[src/rtl/mc_core.sv]
module mc_core #(
  parameter int XLEN = 32,
  parameter int NREG = 32
) (
  input  logic            clk,
  input  logic            rst_n,
  output logic [XLEN-1:0] mem_addr,
  output logic [XLEN-1:0] mem_wdata,
  output logic            mem_we,
  input  logic [XLEN-1:0] mem_rdata,
  output logic [XLEN-1:0] dbg_pc,
  output logic [3:0]      dbg_state
);
  localparam int RIDX = $clog2(NREG);

  typedef enum logic [3:0] {
    S_FETCH = 4'd0, S_DECODE = 4'd1, S_ADDR = 4'd2, S_LDRD = 4'd3,
    S_LDWB  = 4'd4, S_STWR   = 4'd5, S_REXE = 4'd6, S_RWB  = 4'd7,
    S_BEQ   = 4'd8, S_JMP    = 4'd9
  } state_t;

  typedef enum logic [2:0] {OP_ADD, OP_SUB, OP_AND, OP_OR, OP_SLT} aop_t;

  state_t state, nxt;
  logic [XLEN-1:0] pc, ir, a_r, b_r, alu_q;
  logic [XLEN-1:0] rf [0:NREG-1];
  logic [XLEN-1:0] alu_a, alu_b, alu_y;
  aop_t aop;

  wire [5:0] dop   = mem_rdata[31:26];
  wire [5:0] dfn   = mem_rdata[5:0];
  wire [XLEN-1:0] sext_d = {{(XLEN-16){mem_rdata[15]}}, mem_rdata[15:0]};
  wire [XLEN-1:0] sext_i = {{(XLEN-16){ir[15]}}, ir[15:0]};
  wire [RIDX-1:0] rs_d = mem_rdata[25:21];
  wire [RIDX-1:0] rt_d = mem_rdata[20:16];
  wire [RIDX-1:0] rt_i = ir[20:16];
  wire [RIDX-1:0] rd_i = ir[15:11];
  wire fn_ok = (dfn == 6'h20) || (dfn == 6'h22) || (dfn == 6'h24) ||
               (dfn == 6'h25) || (dfn == 6'h2A);

  assign mem_addr  = (state == S_FETCH) ? pc : alu_q;
  assign mem_we    = (state == S_STWR);
  assign mem_wdata = b_r;
  assign dbg_pc    = pc;
  assign dbg_state = state;

  assign alu_a = (state == S_FETCH || state == S_DECODE) ? pc : a_r;

  always_comb begin
    case (state)
      S_FETCH:  alu_b = XLEN'(4);
      S_DECODE: alu_b = {sext_d[XLEN-3:0], 2'b00};
      S_ADDR:   alu_b = sext_i;
      default:  alu_b = b_r;
    endcase
  end

  always_comb begin
    aop = OP_ADD;
    if (state == S_BEQ) aop = OP_SUB;
    else if (state == S_REXE) begin
      case (ir[5:0])
        6'h22:   aop = OP_SUB;
        6'h24:   aop = OP_AND;
        6'h25:   aop = OP_OR;
        6'h2A:   aop = OP_SLT;
        default: aop = OP_ADD;
      endcase
    end
  end

  always_comb begin
    case (aop)
      OP_SUB:  alu_y = alu_a - alu_b;
      OP_AND:  alu_y = alu_a & alu_b;
      OP_OR:   alu_y = alu_a | alu_b;
      OP_SLT:  alu_y = {{(XLEN-1){1'b0}}, $signed(alu_a) < $signed(alu_b)};
      default: alu_y = alu_a + alu_b;
    endcase
  end

  always_comb begin
    nxt = S_FETCH;
    case (state)
      S_FETCH:  nxt = S_DECODE;
      S_DECODE: begin
        case (dop)
          6'h23, 6'h2B: nxt = S_ADDR;
          6'h00:        nxt = fn_ok ? S_REXE : S_FETCH;
          6'h04:        nxt = S_BEQ;
          6'h02:        nxt = S_JMP;
          default:      nxt = S_FETCH;
        endcase
      end
      S_ADDR:   nxt = (ir[31:26] == 6'h23) ? S_LDRD : S_STWR;
      S_LDRD:   nxt = S_LDWB;
      S_REXE:   nxt = S_RWB;
      default:  nxt = S_FETCH;
    endcase
  end

  always_ff @(posedge clk or negedge rst_n) begin
    if (!rst_n) begin
      state <= S_FETCH;
      pc    <= '0;
    end else begin
      state <= nxt;
      if (state == S_FETCH) pc <= alu_y;
      if (state == S_BEQ && alu_y == '0) pc <= alu_q;
      if (state == S_JMP) pc <= {pc[XLEN-1:28], ir[25:0], 2'b00};
    end
  end

  always_ff @(posedge clk) begin
    if (state == S_DECODE) begin
      ir  <= mem_rdata;
      a_r <= (rs_d == '0) ? '0 : rf[rs_d];
      b_r <= (rt_d == '0) ? '0 : rf[rt_d];
    end
    if (state == S_DECODE || state == S_ADDR || state == S_REXE) alu_q <= alu_y;
  end

  always_ff @(posedge clk) begin
    if (state == S_LDWB && rt_i != '0) rf[rt_i] <= mem_rdata;
    if (state == S_RWB && rd_i != '0)  rf[rd_i] <= alu_q;
  end

  p_fetch_to_decode_r2: assert property (@(posedge clk) disable iff (!rst_n)
    state == S_FETCH |=> state == S_DECODE);
  p_fetch_pc_step_r2: assert property (@(posedge clk) disable iff (!rst_n)
    state == S_FETCH |=> pc == $past(pc) + XLEN'(4));
  p_store_one_cycle_r4: assert property (@(posedge clk) disable iff (!rst_n)
    mem_we |=> !mem_we && state == S_FETCH);
  p_load_three_after_addr_r3: assert property (@(posedge clk) disable iff (!rst_n)
    state == S_LDRD |=> state == S_LDWB);
  p_beq_hold_r6: assert property (@(posedge clk) disable iff (!rst_n)
    (state == S_BEQ && a_r != b_r) |=> $stable(pc));
  p_beq_take_r6: assert property (@(posedge clk) disable iff (!rst_n)
    (state == S_BEQ && a_r == b_r) |=> pc == $past(alu_q));
  p_jump_top_r7: assert property (@(posedge clk) disable iff (!rst_n)
    state == S_JMP |=> pc[XLEN-1:28] == $past(pc[XLEN-1:28]) && pc[1:0] == 2'b00);
  p_zero_src_r8: assert property (@(posedge clk) disable iff (!rst_n)
    (state == S_DECODE && rs_d == '0) |=> a_r == '0);
  p_illegal_back_r9: assert property (@(posedge clk) disable iff (!rst_n)
    (state == S_DECODE && !(dop inside {6'h23, 6'h2B, 6'h00, 6'h04, 6'h02}))
      |=> state == S_FETCH);
  p_state_legal_r3: assert property (@(posedge clk) disable iff (!rst_n)
    state <= S_JMP);
endmodule

[config.mk]
export PLATFORM = sky130hd
export DESIGN_NAME = mc_core
export DESIGN_NICKNAME = d
export VERILOG_FILES = /design/src/rtl/mc_core.sv
export SDC_FILE = /design/constraint.sdc
export NUM_CORES = 2
export LEC_CHECK = 0
export BUFFER_PORTS_ARGS = -buffer_cell sky130_fd_sc_hd__buf_2
export CAP_MARGIN = 20
export CORE_MARGIN = 10
export CORE_UTILIZATION = 65
export CTS_CLUSTER_SIZE = 30
export DETAILED_ROUTE_END_ITERATION = 6
export PLACE_DENSITY = 0.81
export SETUP_SLACK_MARGIN = 0.02
export SYNTH_ARGS = -nofsm -noshare
export SYNTH_HDL_FRONTEND = slang
export SYNTH_SLANG_ARGS = --single-unit
[constraint.sdc]
create_clock -name clk -period 13.5 [get_ports clk]
set_input_delay 1.35 -clock clk [delete_from_list [all_inputs] [get_ports clk]]
set_output_delay 1.35 -clock clk [all_outputs]
set_load 0.02 [all_outputs]
### Word-level counts from Yosys, hierarchy flattened

Memory sizes are Yosys's and may differ from the RTL's. A register that Yosys moved wholly into a read port is not among the register bits.
Index checks and enable logic that the tools add are counted.

| operators by class | value |
|---|---|
| order comparisons | 1 |
| bitwise gates (word level) | 3 |
| muxes and demuxes | 21 |
| equality and inequality tests | 27 |
| reduce and logical (&&, ||, !) cells | 22 |
| add/subtract/negate cells | 2 |

Operators with widths:

| operator | number |
|---|---|
| $mux 32 | 5 |
| $pmux 32 s4 | 1 |
| $pmux 32 s3 | 1 |
| $eq 6x6->1 const B | 12 |
| $add 32x32->32 | 1 |
| $and 32x32->32 | 1 |
| $logic_not 32->1 | 1 |
| $lt 32x32->1 | 1 |
| $or 32x32->32 | 1 |
| $reduce_or 32->1 | 1 |
| $sub 32x32->32 | 1 |
| $mux 28 | 1 |
| $pmux 4 s5 | 1 |
| $eq 4x3->1 const B | 4 |
| $pmux 4 s4 | 1 |
| $mux 3 | 4 |
| $pmux 3 s4 | 1 |
| $logic_not 5->1 | 2 |
| $reduce_bool 5->1 | 2 |
| $eq 4x2->1 const B | 2 |
| $eq 4x4->1 const B | 2 |
| $logic_or 1x1->1 | 7 |
| $eq 3x2->1 const B | 2 |
| $eq 6x2->1 const B | 1 |
| other kinds (14) | 20 |

| word-level totals | value |
|---|---|
| flip-flop bits (word level) | 100 |
| bits in writable memories | 1024 |
| output and inout port bits | 101 |
| logic and storage cells | 82 |
| memories | 1 |

Memory list:

| name | depth | bits a word | rd ports | clocked after Yosys merged registers in | wr ports | RTL line | text |
|---|---|---|---|---|---|---|---|
| rf | 32 | 32 | 2 | 2 | 1 | 26 | `logic [XLEN-1:0] rf [0:NREG-1];` |

### Longest topological paths before layout

| logic depth | value |
|---|---|
| depth in word-level cells | 10 |
| gate-level depth with buffers | 25 |

### Worst setup path after synthesis

No wires, ideal clock.

| timing | value |
|---|---|
| kind | flip-flop to flip-flop |
| start point | register state[2] (netlist: dbg_state[2]) |
| end point | register pc[19] (netlist: dbg_pc[19]) |
| buffers on the path | 7 |
| period minus slack after synthesis | 8.018 ns |
| data required time | 13.373 ns |
| arrival time | 7.891 ns |
| path slack | 5.482 ns |
| stages on the path, launching flop included | 25 |
| cells stage by stage | dfrtp_1 > buf_2 > nor2_1 > clkbuf_1 > nand2_1 > inv_1 > buf_1 > a221o_1 > ha_1 > clkbuf_1 > and2_0 > clkbuf_1 > a32o_1 > a21oi_1 > nand2_1 > xnor2_1 > o221ai_1 > or4_1 > and4bb_1 > and4_1 > nand4b_2 > buf_6 > buf_2 > o22ai_1 > a31oi_2 |

| between the ends | value |
|---|---|
| cells in the longest elaborated chain, start to end | 9 |
| elaborated cells on any way between the ends | 27 |
| classes of those cells | 2 x add/sub; 1 x order compare; 9 x eq/ne; 8 x mux; 2 x bitwise; 5 x reduce/logical |

Ends and longest elaborated chain:

| what | RTL line | text |
|---|---|---|
| start: declaration | 24 | `state_t state, nxt;` |
| start signal: assignment | 107 | `state <= nxt;` |
| $eq 4x1->1 (tied with other cells) | 47, 50 |  |
| $logic_or 1x1->1 or $mux 3 (tied branches) | 47, 61 |  |
| $mux 32 or $mux 3 (tied branches) | 47, 60 |  |
| $add 32x32->32 (tied with other cells) | 78 | `default: alu_y = alu_a + alu_b;` |
| $pmux 32 s4 * | 73 | `case (aop)` |
| net alu_y[14] | 27 | `logic [XLEN-1:0] alu_a, alu_b, alu_y;` |
| $logic_not 32->1 * | 109 | `if (state == S_BEQ && alu_y == '0) pc <= alu_q;` |
| $logic_and 1x1->1 * | 109 |  |
| $mux 32 | 109 |  |
| $mux 28 | 110 | `if (state == S_JMP) pc <= {pc[XLEN-1:28], ir[25:0], 2'b00};` |
| end signal: assignment | 108 | `if (state == S_FETCH) pc <= alu_y;` |
| end signal: assignment | 109 |  |
| end signal: assignment | 110 |  |
| end: declaration | 25 | `logic [XLEN-1:0] pc, ir, a_r, b_r, alu_q;` |

Mark *: on every way through the listed nets, which the timed path passes. The rest lies on a longest branch. The select of a mux whose other input is x is not followed.
A chain may end at the register's enable or synchronous reset.

### Worst setup path after layout

| timing | value |
|---|---|
| start point | register state[0] (netlist: dbg_state[0]) |
| end point | register pc[29] (netlist: dbg_pc[29]) |

| between the ends | value |
|---|---|
| cells in the longest elaborated chain, start to end | 9 |
| elaborated cells on any way between the ends | 28 |
| classes of those cells | 2 x add/sub; 1 x order compare; 9 x eq/ne; 7 x mux; 3 x bitwise; 6 x reduce/logical |

Ends and longest elaborated chain:

| what | RTL line |
|---|---|
| $eq 4x1->1 (tied with other cells) | 47, 50 |
| $logic_or 1x1->1 or $mux 3 (tied branches) | 47, 61 |
| $mux 32 or $mux 3 (tied branches) | 47, 60 |
| $add 32x32->32 (tied with other cells) | 78 |
| $pmux 32 s4 * | 73 |
| net alu_y[26] | 27 |
| $logic_not 32->1 * | 109 |
| $logic_and 1x1->1 * | 109 |
| $reduce_bool 2->1 (no source line) | n/a |
| $reduce_and 2->1 (no source line) | n/a |

Marks and branches as above.

==> summary.md <==
| Metric | Value |
|---|---|
| Status | finished clean |
| Least-Margin Pin Slew | 1180 ps |
| Clk buf depth | 3 |
| Worst-path clk slew | 60 ps |
| Top Ports | 135 |
| Global placer's final weighted congestion | 1.00 |
| Layout cell share with drive strength beyond 1 | 0.277 |
| Gates resized, CTS repair | 0 |
| Final ANT Viol Nets | 0 |
| Hpwl dp | 118000 um |
| # fillers | 5342 |
| RSZ-0062 raised after global routing | no |
| Crit path cell chain | buf_4 -> inv_1 -> nor2_1 -> nand2_1 -> inv_4 -> buf_4 -> a221o_1 -> ha_1 -> nor4_2 -> o21ai_1 -> a31oi_1 -> nor4_1 -> or2_2 -> o31a_1 -> a22oi_1 -> nor3_1 -> and4_1 -> nand4b_2 -> and2_1 -> a22oi_1 |
| Yosys warns | 0 |
| Worst clock skew | 41.0 ps |
| Post-Syn Area | 60300 sq um |
| Crit-path max FO | 65 |
| Critical path class | flop to flop |
| Initial core utilization | 0.657 |
| Row count | 111 |
| Final slew viol count | 0 |
| PortBufs | 134 |
| Worst slew margin | 0.208 |
| Fin crit share | 0.548 |
| Yosys cell types | 87 |
| Post-synth top area cell | edfxtp_1 |
| Detailed Route WL | 204000 um |
| Pin count of the biggest net entering global routing | 120 |
| Drt wl/cell | 39.2 um |
| Util after Layout | 0.723 |
| Crit start category | flop |
| Max VDD drop | 0.000145 V |
| Top cells by area, synth | edfxtp_1, mux4_2, mux2i_1 |
| Die Ht | 325 um |
| Layout net count | 4010 |
| Core area | 91800 sq um |
| Req. time, crit path | 14060 ps |
| Post CTS Setup Buffer Count | 0 |
| Vias | 41100 |
| Main synth FF type | edfxtp_1 |
| Via/cell ratio | 7.89 |
| Die ar. | 105000 sq um |
| PwrDens | 176 nW/um^2 |
| Crit path time final | 7400 ps |
| Crit path max-delay family | simple AND/OR/NAND/NOR gates |
| Max incr delay on CP | 910 ps |
| Clock sink count | 1188 |
| CP Capture Type | flop |
| Final hold slack | 453 ps |
| GRT Total Usage | 0.381 |
| Total of max-cap violations | 0 |
| Fmax | 0.135 GHz |
| Min-Delay Path Class | flop to flop |
| Setup-failing EPs final | 0 |
| Vias in the first global route | 41100 |
| Sequential area share after synthesis | 0.589 |
| P_leak | 22.6 nW |
| Crit path buffers/inverters | 4 |
| CTS Buf Count | 115 |
| Post-synth EDFFs | 1152 |
| CP arrival | 7960 ps |
| Post-synthesis area per instance | 15.9 sq um |
| Initial DRC Count | 6927 |
| Die X | 325 um |
| Global route overflow | 0 |
| Root buf cell | clkbuf_16 |
| Post-Synthesis Cells | 3796 |
| H-tree depth | 3 |
| TritonCTS clock tree | built |
| Flops & latches, synth | 1188 |
| Clock Latency Late Sink | 750 ps |
| Setup total negative slack | 0 ps |
| Slowest CP cell | and2_1 |
| First-pass GRT wire length | 291000 um |
| Fin. Hold Viols | 0 |
| Post-route DRC | 0 |
| Hold-fix buffers at CTS | 0 |
| Asr flop ratio synth | 0.0303 |
| Post-synth top area share | 0.574 |
| Drt first pass iters | 6 |
| Initial antenna violation count | 9 |
| P&R area growth vs syn | 10.1% |
## per-layer routing
metal	wire length, um	GRT usage	share of wire
met1	66500	0.490	0.33
met2	92600	0.579	0.45
met3	31400	0.119	0.15
met4	13700	0.208	0.067
met5	101	0	0.00049
## tightest hold or removal path: stages, from the launching register on
cell	delay, ps
edfxtp_1	320
nand2_1	50
o31ai_1	50
## layout make-up
class,instances,area [sq um],share of cell area
tap,1243,1560,0.0234
sequential,1188,35500,0.535
timing repair buffer,221,1430,0.0215
clock inverter,71,796,0.0120
antenna,1,2.50,0.0000377
clock buffer,135,3000,0.0451
inverter,106,400,0.00603
multi-input combinational,2246,23700,0.357
## registers in the layout, summed over array words and instances (netlist names)
name,cells
a_r,32
dbg_pc,32
ir,32
alu_q,32
rf,1024
mem_wdata,32
dbg_state,4
## layout by cell type, fill, tap and decap left out, drive strengths merged, types with 11 or more instances in the layout
cell type,Yosys,layout
edfxtp,1152,1152
mux4,486,486
nand2,240,240
buf,86,221
nor2,182,182
mux2i,172,172
mux2,139,139
clkbuf,201,135
a21oi,123,123
inv,106,110
ha,96,96
o22ai,73,73
o21ai,60,60
o221ai,58,58
nor3,55,55
clkinv,0,52
a221oi,41,41
dfrtp,36,36
nand3,33,33
o31ai,32,32
conb,1,32
nand2b,28,28
and3,25,25
o211ai,25,25
a22o,24,24
nor2b,24,24
a211o,23,23
a31oi,23,23
a211oi,22,22
o21a,19,19
a221o,18,18
a21o,17,17
or2,17,17
bufinv,0,15
o21bai,13,13
xnor2,13,13
and2,11,11
nor4,11,11
## per-stage QoR
step	setup slack, ps	total power, mW	cell area (sq um)	std cells
finish	6100	11.7	66400	5211
global route	5720	12.0	66400	5210
detailed placement	6250	8.28	62600	5004
floorplan	5480	6.98	60400	3827
CTS	6250	11.5	66400	5210
global placement	6480	8.28	62600	5004
## Yosys cell counts, types with 6 or more instances
| master | n |
|---|---|
| o22ai_1 | 72 |
| o21ai_0 | 52 |
| a31oi_1 | 22 |
| a22o_1 | 24 |
| mux2i_1 | 172 |
| nand2b_1 | 28 |
| a21boi_0 | 7 |
| clkbuf_1 | 201 |
| nor2b_1 | 24 |
| dfrtp_1 | 36 |
| xnor2_1 | 13 |
| a21oi_1 | 123 |
| nor2_1 | 182 |
| a211oi_1 | 21 |
| nand4_1 | 8 |
| and2_1 | 10 |
| nand3_1 | 33 |
| o221a_2 | 7 |
| or2_2 | 16 |
| buf_1 | 66 |
| a221o_1 | 18 |
| a41oi_1 | 6 |
| a22oi_1 | 8 |
| buf_2 | 15 |
| inv_1 | 106 |
| o21a_1 | 19 |
| ha_1 | 96 |
| a221oi_1 | 40 |
| nand2_1 | 240 |
| or3_1 | 6 |
| and3_1 | 25 |
| mux4_2 | 486 |
| a211o_1 | 23 |
| edfxtp_1 | 1152 |
| o211ai_1 | 25 |
| o31ai_1 | 32 |
| o21bai_1 | 13 |
| mux2_2 | 136 |
| o221ai_1 | 58 |
| o21ai_1 | 8 |
| nor3_1 | 55 |
| a21o_1 | 17 |
| nor4_1 | 10 |
## cell families (layout without fill, tap and decap cells)
family,count (synthesis),count (layout),share of synthesized area
DFF,1188,1188,0.589
muxes,797,797,0.236
and+or+nand+nor,664,664,0.0508
AOI/OAI and AO/OA,641,641,0.0762
buffers and inverters,393,533,0.0253
adders and majority gates,98,98,0.0206
xor gates and xnor gates,14,14,0.00203
other,1,33,0.0000622
## worst paths after layout
kind	startpoint	endpoint	slack, ps	cells after the start
min reg2reg	ir[21]	dbg_pc[23]	450	2
min	ir[21]	dbg_pc[23]	450	2
max in group asynchronous	rst_n	dbg_pc[20]	12290	2
max	dbg_state[0]	dbg_pc[29]	6100	20
max reg2reg	dbg_state[0]	dbg_pc[29]	6100	20
min in group asynchronous	rst_n	dbg_pc[30]	710	2
## power by group
group / internal [mW] / switching (mW)
sequential: 4.36 / 0.301
combinational: 1.21 / 2.47
clock: 1.87 / 1.45
(Power assumes the default switching activity.)
